**config.mk**
```make
export PLATFORM = sky130hd
export DESIGN_NAME = cfgconv_top
export DESIGN_NICKNAME = d
export VERILOG_FILES = /design/src/rtl/cfgconv_pkg.sv /design/src/rtl/cfg_idsel_gen.sv /design/src/rtl/cfg_field_decode.sv /design/src/rtl/cfgconv_top.sv
export SDC_FILE = /design/constraint.sdc
export NUM_CORES = 1
export LEC_CHECK = 0
export BUFFER_PORTS_ARGS = -buffer_cell sky130_fd_sc_hd__buf_2
export CAP_MARGIN = 20
export CORE_UTILIZATION = 50
export CTS_CLUSTER_DIAMETER = 150
export CTS_CLUSTER_SIZE = 14
export DETAILED_ROUTE_END_ITERATION = 12
export GPL_ROUTABILITY_DRIVEN = 0
export GPL_TIMING_DRIVEN = 0
export PLACE_DENSITY = 0.89
export SYNTH_ARGS = -nofsm -noshare
export SYNTH_HDL_FRONTEND = slang
export SYNTH_HIERARCHICAL = 1
export SYNTH_SLANG_ARGS = --single-unit
```
**constraint.sdc**
```tcl
create_clock -name clk -period 1.85 [get_ports clk]
set_input_delay 0.555 -clock clk [delete_from_list [all_inputs] [get_ports clk]]
set_output_delay 0.555 -clock clk [all_outputs]
set_load 0.005 [all_outputs]
```
**src/rtl/cfgconv_pkg.sv**
```systemverilog
package cfgconv_pkg;
  typedef enum logic [2:0] {
    ACT_NONE    = 3'd0,
    ACT_CLAIM   = 3'd1,
    ACT_CONVERT = 3'd2,
    ACT_PASS    = 3'd3,
    ACT_SPECIAL = 3'd4
  } cfg_act_e;

  localparam logic [3:0] CMD_CFG_RD = 4'hA;
  localparam logic [3:0] CMD_CFG_WR = 4'hB;

  // field layout of a configuration address word
  localparam int TY_W     = 2;
  localparam int REG_LSB  = 2;
  localparam int FUNC_LSB = 8;
  localparam int FUNC_W   = 3;
  localparam int DEV_LSB  = 11;
  localparam int DEV_W    = 5;
  localparam int BUS_LSB  = 16;
  localparam int SEL_LSB  = 16;
endpackage

```
**src/rtl/cfg_idsel_gen.sv**
```systemverilog
module cfg_idsel_gen #(
  parameter int DEV_W     = 5,
  parameter int NUM_LINES = 9,
  parameter int OUT_W     = 16
) (
  input  logic [DEV_W-1:0] dev,
  output logic [OUT_W-1:0] lines
);
  localparam int USED = (NUM_LINES < OUT_W) ? NUM_LINES : OUT_W;

  for (genvar i = 0; i < OUT_W; i++) begin : g_line
    if (i < USED) begin : g_used
      assign lines[i] = (dev == DEV_W'(i));
    end else begin : g_unused
      assign lines[i] = 1'b0;
    end
  end

  // never more than one select line
  always_comb begin
    a_idsel_onehot_r5: assert ($onehot0(lines) || $isunknown(dev));
  end
endmodule

```
**src/rtl/cfg_field_decode.sv**
```systemverilog
module cfg_field_decode
  import cfgconv_pkg::*;
#(
  parameter int AW    = 32,
  parameter int BUS_W = 8
) (
  input  logic [3:0]       cmd,
  input  logic [AW-1:0]    ad,
  input  logic             own_sel,
  input  logic [BUS_W-1:0] sec,
  input  logic [BUS_W-1:0] sub,
  output cfg_act_e         act
);
  localparam logic [DEV_W-1:0]  DEV_ALL  = '1;
  localparam logic [FUNC_W-1:0] FUNC_ALL = '1;

  logic              is_cfg, is_wr;
  logic [TY_W-1:0]   ty;
  logic [BUS_W-1:0]  bus;
  logic [DEV_W-1:0]  dev;
  logic [FUNC_W-1:0] func;
  logic              spec_enc;

  assign is_cfg   = (cmd == CMD_CFG_RD) || (cmd == CMD_CFG_WR);
  assign is_wr    = (cmd == CMD_CFG_WR);
  assign ty       = ad[TY_W-1:0];
  assign bus      = ad[BUS_LSB +: BUS_W];
  assign dev      = ad[DEV_LSB +: DEV_W];
  assign func     = ad[FUNC_LSB +: FUNC_W];
  assign spec_enc = is_wr && (dev == DEV_ALL) && (func == FUNC_ALL);

  always_comb begin
    act = ACT_NONE;
    if (is_cfg) begin
      unique case (ty)
        2'b00: act = own_sel ? ACT_CLAIM : ACT_NONE;
        2'b01: begin
          if (bus == sec)
            act = spec_enc ? ACT_SPECIAL : ACT_CONVERT;
          else if ((bus > sec) && (bus <= sub))
            act = ACT_PASS;
          else
            act = ACT_NONE;
        end
        default: act = ACT_NONE;
      endcase
    end
  end
endmodule

```
**src/rtl/cfgconv_top.sv**
```systemverilog
module cfgconv_top
  import cfgconv_pkg::*;
#(
  parameter int AW        = 32,
  parameter int BUS_W     = 8,
  parameter int NUM_IDSEL = 9
) (
  input  logic             clk,
  input  logic             rst_n,
  input  logic             req_valid,
  input  logic [3:0]       req_cmd,
  input  logic [AW-1:0]    req_ad,
  input  logic             own_idsel,
  input  logic [BUS_W-1:0] sec_bus,
  input  logic [BUS_W-1:0] sub_bus,
  output logic             act_valid,
  output logic [2:0]       act_code,
  output logic [AW-1:0]    act_ad,
  output logic             act_single
);
  localparam int SEL_W  = AW - SEL_LSB;
  localparam int KEEP_W = DEV_LSB - REG_LSB;

  cfg_act_e         act_d;
  logic [SEL_W-1:0] sel_lines;
  logic [AW-1:0]    ad_d;

  logic             valid_q;
  cfg_act_e         act_q;
  logic [AW-1:0]    ad_q;
  logic             single_q;

  cfg_field_decode #(.AW(AW), .BUS_W(BUS_W)) u_decode (
    .cmd     (req_cmd),
    .ad      (req_ad),
    .own_sel (own_idsel),
    .sec     (sec_bus),
    .sub     (sub_bus),
    .act     (act_d)
  );

  cfg_idsel_gen #(.DEV_W(DEV_W), .NUM_LINES(NUM_IDSEL), .OUT_W(SEL_W)) u_idsel (
    .dev   (req_ad[DEV_LSB +: DEV_W]),
    .lines (sel_lines)
  );

  // next-state word
  always_comb begin
    ad_d = '0;
    unique case (act_d)
      ACT_CLAIM, ACT_PASS, ACT_SPECIAL: ad_d = req_ad;
      ACT_CONVERT: ad_d = {sel_lines, {DEV_W{1'b0}},
                           req_ad[REG_LSB +: KEEP_W], {TY_W{1'b0}}};
      default: ad_d = '0;
    endcase
  end

  always_ff @(posedge clk or negedge rst_n) begin
    if (!rst_n) begin
      valid_q  <= 1'b0;
      act_q    <= ACT_NONE;
      ad_q     <= '0;
      single_q <= 1'b0;
    end else begin
      valid_q <= req_valid;
      if (req_valid) begin
        act_q    <= act_d;
        ad_q     <= ad_d;
        single_q <= (act_d == ACT_CONVERT);
      end
    end
  end

  assign act_valid  = valid_q;
  assign act_code   = act_q;
  assign act_ad     = ad_q;
  assign act_single = single_q;

  // outputs hold without a request
  p_hold_r2: assert property (@(posedge clk) disable iff (!rst_n)
    !$past(req_valid) |-> ($stable(act_ad) && $stable(act_code)));
  // converted word is Type 0
  p_type0_r4: assert property (@(posedge clk) disable iff (!rst_n)
    (act_valid && act_code == ACT_CONVERT) |-> act_ad[1:0] == 2'b00);
  // at most one IDSEL line on a converted word
  p_idsel_onehot_r5: assert property (@(posedge clk) disable iff (!rst_n)
    (act_valid && act_code == ACT_CONVERT) |-> $onehot0(act_ad[AW-1:SEL_LSB]));
  // special cycle keeps Type 1 all-ones device/function encoding
  p_special_enc_r7: assert property (@(posedge clk) disable iff (!rst_n)
    (act_valid && act_code == ACT_SPECIAL) |-> (act_ad[1:0] == 2'b01 && act_ad[15:8] == 8'hFF));
  // single-phase flag tracks convert
  p_single_r10: assert property (@(posedge clk) disable iff (!rst_n)
    act_valid |-> (act_single == (act_code == ACT_CONVERT)));
endmodule

```
After elaboration in Yosys (flattened, before gate mapping). Index checks and enable logic that the tools add are counted.

Output and inout bits: 37. Word-level logic and storage cells: 38. Input port bits: 56. Flip-flop bits (word level): 37.

Reductions and logical operators: 7. Muxes and demuxes: 7. Equal/unequal tests: 18. Order comparisons: 2.

Operators by type and width (count): $pmux W32 S2 (1); $eq A5 B3 Y1 const B (4); $eq A5 B2 Y1 const B (2); $mux W3 (3); $eq A4 B4 Y1 const B (2); $eq A8 B8 Y1 (1); $gt A8 B8 Y1 (1); $le A8 B8 Y1 (1); $eq A3 B2 Y1 const B (2); $eq A3 B3 Y1 const B (2); $pmux W3 S2 (1); $eq A5 B1 Y1 const B (1); $eq A5 B4 Y1 const B (1); $eq A5 B5 Y1 const B (1); $logic_not A5 Y1 (1); $eq A3 B1 Y1 const B (1); $logic_and A1 B1 Y1 (3); $reduce_or A3 Y1 (1); $eq A2 B1 Y1 const B (1); $logic_not A2 Y1 (1); $mux W2 (1); $logic_or A1 B1 Y1 (1); $mux W1 (1).

Logic depth before layout (Yosys ltp).
Depth after elaboration: 10. Depth in mapped cells: 11. Gate-level depth less buffers: 10.

Cells and area by module. Netlist, hierarchy kept.

By module, submodules not included: cfgconv_top (sequential area each 925.9 um^2, times used 1, area an instance 1503.9 um^2, cells each 104); cfg_field_decode (sequential area each 0.0 um^2, times used 1, area an instance 493.0 um^2, cells each 68); cfg_idsel_gen (sequential area each 0.0 um^2, times used 1, area an instance 150.1 um^2, cells each 23).

Worst setup path before layout. OpenSTA, ideal clock, no wires.

Path type: input to register. Start: input port sec_bus[7]. End: register ad_q[24] (netlist: act_ad[24]). Data required time: 1.724 ns. Slack: -0.686 ns. Setup time: 0.126 ns. Path buffers: 1. Arrival: 2.410 ns. Cell stages on the path: 10. Path through: inv_1 ha_1 nand4_1 nor2_1 nand3_1 nor4_2 nand3b_2 o31ai_4 buf_6 a221o_1.

Elaborated cells between the ends (all ways): 13. Classes of those cells: order compare: 1; eq/ne: 5; mux: 5; reduce/logical: 2.

RTL lines: from (decl) (line cfgconv_top.sv:14) `input logic [BUS_W-1:0] sec_bus,`; $eq A8 B8 Y1 * (line cfg_field_decode.sv:38) `if (bus == sec)`; $mux W3 * (line cfg_field_decode.sv:38); $pmux W3 S2 * (line cfg_field_decode.sv:35) `unique case (ty)`; $mux W3 * (line cfg_field_decode.sv:34) `if (is_cfg) begin`; named net act_d[2] (line cfgconv_top.sv:24) `cfg_act_e act_d;`; $eq A3 B1 Y1, or another cell as far along (line cfgconv_top.sv:50) `unique case (act_d)`; $reduce_or A3 Y1 (line cfgconv_top.sv:50); $pmux W32 S2 * (line cfgconv_top.sv:50); to (signal assigned) (line cfgconv_top.sv:62) `ad_q <= '0;`; to (signal assigned) (line cfgconv_top.sv:68) `ad_q <= ad_d;`; to (decl) (line cfgconv_top.sv:30) `logic [AW-1:0] ad_q;`.

The timed path passes the listed nets; every way through them passes the cells marked *. A chain may end at the register's enable or synchronous reset.

Final worst setup path.
Start: input port sec_bus[7]. End: register ad_q[16] (netlist: act_ad[16]).

The elaborated chain is that of the path after synthesis.

==> results.md <==
- Status: finished, violations left
- Failing checks: negative setup slack
- Initial antenna violation count: 0
- Cts hold-fix bufs: 0
- Slowest stage cell, crit path: a221o_1
- Synth top area share: 0.431
- Clock period minus worst slack: 2.49 ns
- Cell mode on critical path: buf_4
- Drt drc: 0
- Xor/xnor cell area share of the yosys netlist: 0
- Switching Share: 0.262
- Cell leakage power: 1.77 nW
- Core area: 4060 sq um
- Reg2Reg Capture Point: act_ad[16]$_DFFE_PN0P_
- Layout area overhead: 57.3%
- FP Rows: 23
- Critical Path Start Type: input port
- First-pass GRT wire length: 9840 microns
- CP Buf/Inv Count: 5
- Fraction of final layout cells with drive strength greater than 1: 0.549
- Die Footprint: between 4000 and 5000 sq um
- CTS tree: built
- Diodes inserted: 0
- Final core occ: 0.832
- CTS H-Tree Depth: 2
- DR pass1 iterations: 6
- Grt ovf: 0
- Clk_lat worst skew: 0.28 ns
- Root Buffer: clkbuf_8
- CP endpoint kind: flop
- Syn Inst Count: 195
- Ys Warns: 6
- Final WL: approximately 6900 microns
- Final critical-path share of the clock period: 1.35
- RSZ-0062 raised after global routing: true
- Critical path fanouts, max: 4
- Req. time, crit path: 2.01 ns
- Worst Clk Skew: 0 ns
- Final Max Tran Viols: 0
- Largest net degree at the start of global routing: 38
- Overall Global Routing Usage: 0.300
- Most frequent cells in the layout: 76 x buf_2, 37 x dfrtp_1, 18 x buf_4, 17 x a221o_1, 16 x a22o_1
- Combinational Power Share: 0.209
- Max VDD drop: roughly 0.38 mV
- Buffers on Ports: 92
- Tightest Pin Transition: 0.830 ns
- Internal power: between 0.001 and 0.0015 W
- Average size of a mapped cell: 11.0 sq um
- Top-Level Pins: 93
- Synth Area in Compound Gates: 0.206
- Reg2Reg Setup Slack: 0.87 ns
- Combinational family with the most area after synthesis: compound AO/OA/AOI/OAI gates
- Via count: about 2,100
- Design Power: between 0.0015 and 0.002 W
- Layout net count: 389
- Antenna Nets Post-Route: 0
- Dpl hpwl: 4390 microns
- Worst path cell trace: buf_8 -> inv_8 -> ha_4 -> nand4_1 -> nor2_2 -> nand3_2 -> nor4_4 -> buf_4 -> nor4b_4 -> buf_4 -> buf_4 -> a221o_1
- Synthesis-stage register bit count: 37
- Clock power share: 0.323
- Fin. Hold Viols: 0
- Vias in the first global route: a little over 2,000
- Longest Clk Path Bufs: 2
- Cell family with most CP delay: simple AND/OR/NAND/NOR gates
- Commonest non-fill, non-tap cell in the layout: buf_2
- Vias per inst: approximately 6
- Simple-gate share of the synthesized area: 0.182
- Seq pwr share: 0.468
- Max_slew headroom: 0.447
- CP max stage delay: 0.31 ns
- RR Startpoint: act_ad[16]$_DFFE_PN0P_
- Placed Cells: 343
- Hold/Removal Path Class: input port to async pin
- Starting Density: 0.529
- Post-DR wirelength/cell: 18.9 microns
- Register clock-pin slew on the reported worst setup and hold paths: 0.07 ns
- PwrDens: 524 nW/um^2
- Fin cells: 367
- NetSw: 0.000464 W
- Synth top area cells: dfrtp_1 43%, ha_1 9.3%, a221o_1 7.9%, a22o_1 6.5%, nor2b_1 3.5%
- Worst Reg2Reg Path Length in Cells: 2
- Die width: 67.5 microns
- Cell area after synthesis: 2150 sq um
- Max-cap violations: 0
- Mux cell area share after synthesis: 0.0105
- Initial DRC Count: 205
- Yosys top cell by area: dfrtp_1
- Data arrival, critical path: 2.65 ns
- Cts bufs inserted: 5
- # setup viols final: 34
- Sequential cell area fraction in the yosys report: 0.431
- Final worst slack: -0.640 ns
- CTS Sinks: 37
- Fraction of the mapped netlist area in adder cells: 0.0932
- Synth cell types: 39
- Kind of critical path: input port to flop
- Max frequency: 402 MHz
- Die height: a little under 70 microns
## cell type report
type	instances	area, sq um
plain buffers	13	97.6
clock buffers	7	86.3
fillers	221	681
inverters	17	111
multi-input cells	134	1330
flip-flops and latches	37	926
well taps	50	62.6
repair buffers	109	768
## stage by stage
step	setup slack, ns	area [sq um]	hold slack, ns	setup TNS, ns
2_1_floorplan	-0.541	2390	0.259	-16.25
3_3_place_gp	-0.996	2910	0.458	-31.56
3_5_place_dp	-1.11	2910	0.484	-34.83
4_1_cts	-0.442	3280	0.378	-12.85
5_1_grt	-0.666	3380	0.419	-20.55
6_report	-0.640	3380	0.365	-19.28
## logic make-up (layout without fill, tap and decap cells)
logic type / after synthesis / count (layout)
compound gates: 51 / 51
mux: 2 / 2
simple gates: 58 / 58
buf+inv: 30 / 146
flops: 37 / 37
fa+ha+maj: 16 / 16
other cells: 1 / 7
## how the worst max path moves through the flow
stage / startpoint / cells past startpoint / slack (ns) / to
final: sec_bus[7] / 12 / -0.64 / act_ad[16]$_DFFE_PN0P_
after global placement: sec_bus[6] / 11 / -1.0 / act_ad[30]$_DFFE_PN0P_
after detailed placement: sec_bus[6] / 11 / -1.11 / act_ad[30]$_DFFE_PN0P_
after floorplan: sec_bus[6] / 10 / -0.54 / act_ad[21]$_DFFE_PN0P_
after CTS: sec_bus[7] / 12 / -0.44 / act_ad[17]$_DFFE_PN0P_
after global routing: sec_bus[7] / 11 / -0.67 / act_ad[16]$_DFFE_PN0P_
## registers in the layout, summed over array words and instances (netlist names)
signal / cells
act_code: 3
act_single: 1
act_valid: 1
act_ad: 32
## repair_timing
item	CTS	global route
gates cloned	2	1
pin swaps	21	2
resized for setup	45	9
endpoints found under the setup margin	36	35
buffers inserted	11	4
## power by group through the flow
stage | Combinational, W | Sequential (W) | Clock (W)
3_3_place_gp | 0.000289 | 0.000841 | 0
2_1_floorplan | 0.000149 | 0.000843 | 0
3_5_place_dp | 0.000303 | 0.000842 | 0
4_1_cts | 0.000352 | 0.000827 | 0.000568
6_report | 0.000370 | 0.000827 | 0.000571
5_1_grt | 0.000407 | 0.000828 | 0.000611
## synth_stat cells
| library cell | instances |
|---|---|
| nor4b_4 | 1 |
| ha_1 | 16 |
| and4bb_1 | 1 |
| a22o_1 | 16 |
| and2_4 | 1 |
| o21ai_2 | 2 |
| nand3b_1 | 1 |
| a21oi_1 | 7 |
| buf_6 | 3 |
| inv_1 | 16 |
| inv_2 | 1 |
| nor3_1 | 2 |
| a221o_1 | 17 |
| or3_4 | 1 |
| nand3b_2 | 1 |
| nand3_1 | 1 |
| nor4_2 | 1 |
| or3b_4 | 1 |
| o2111ai_2 | 1 |
| nand2_1 | 7 |
| clkbuf_1 | 3 |
| nand4b_1 | 1 |
| and2b_1 | 6 |
| nor2_1 | 8 |
| dfrtp_1 | 37 |
| o21ai_0 | 4 |
| and2_1 | 1 |
| conb_1 | 1 |
| o21a_1 | 1 |
| nand4_1 | 5 |
| buf_4 | 7 |
| mux2_2 | 2 |
| o211ai_1 | 1 |
| o31ai_4 | 1 |
| nand2b_1 | 3 |
| nor4_1 | 1 |
| nor2b_1 | 12 |
| nor3_2 | 3 |
| a21o_1 | 1 |
## per-layer routing
layer  global-route usage  wire length, microns  up-vias
met5                    0                     0        -
met4               0.0904                   209        0
met3               0.0760                   516       26
met2                0.499                  3540      127
met1                0.380                  2680     1040
li1                     -                     -      947
No activity file was read; power rests on OpenSTA's default activity.
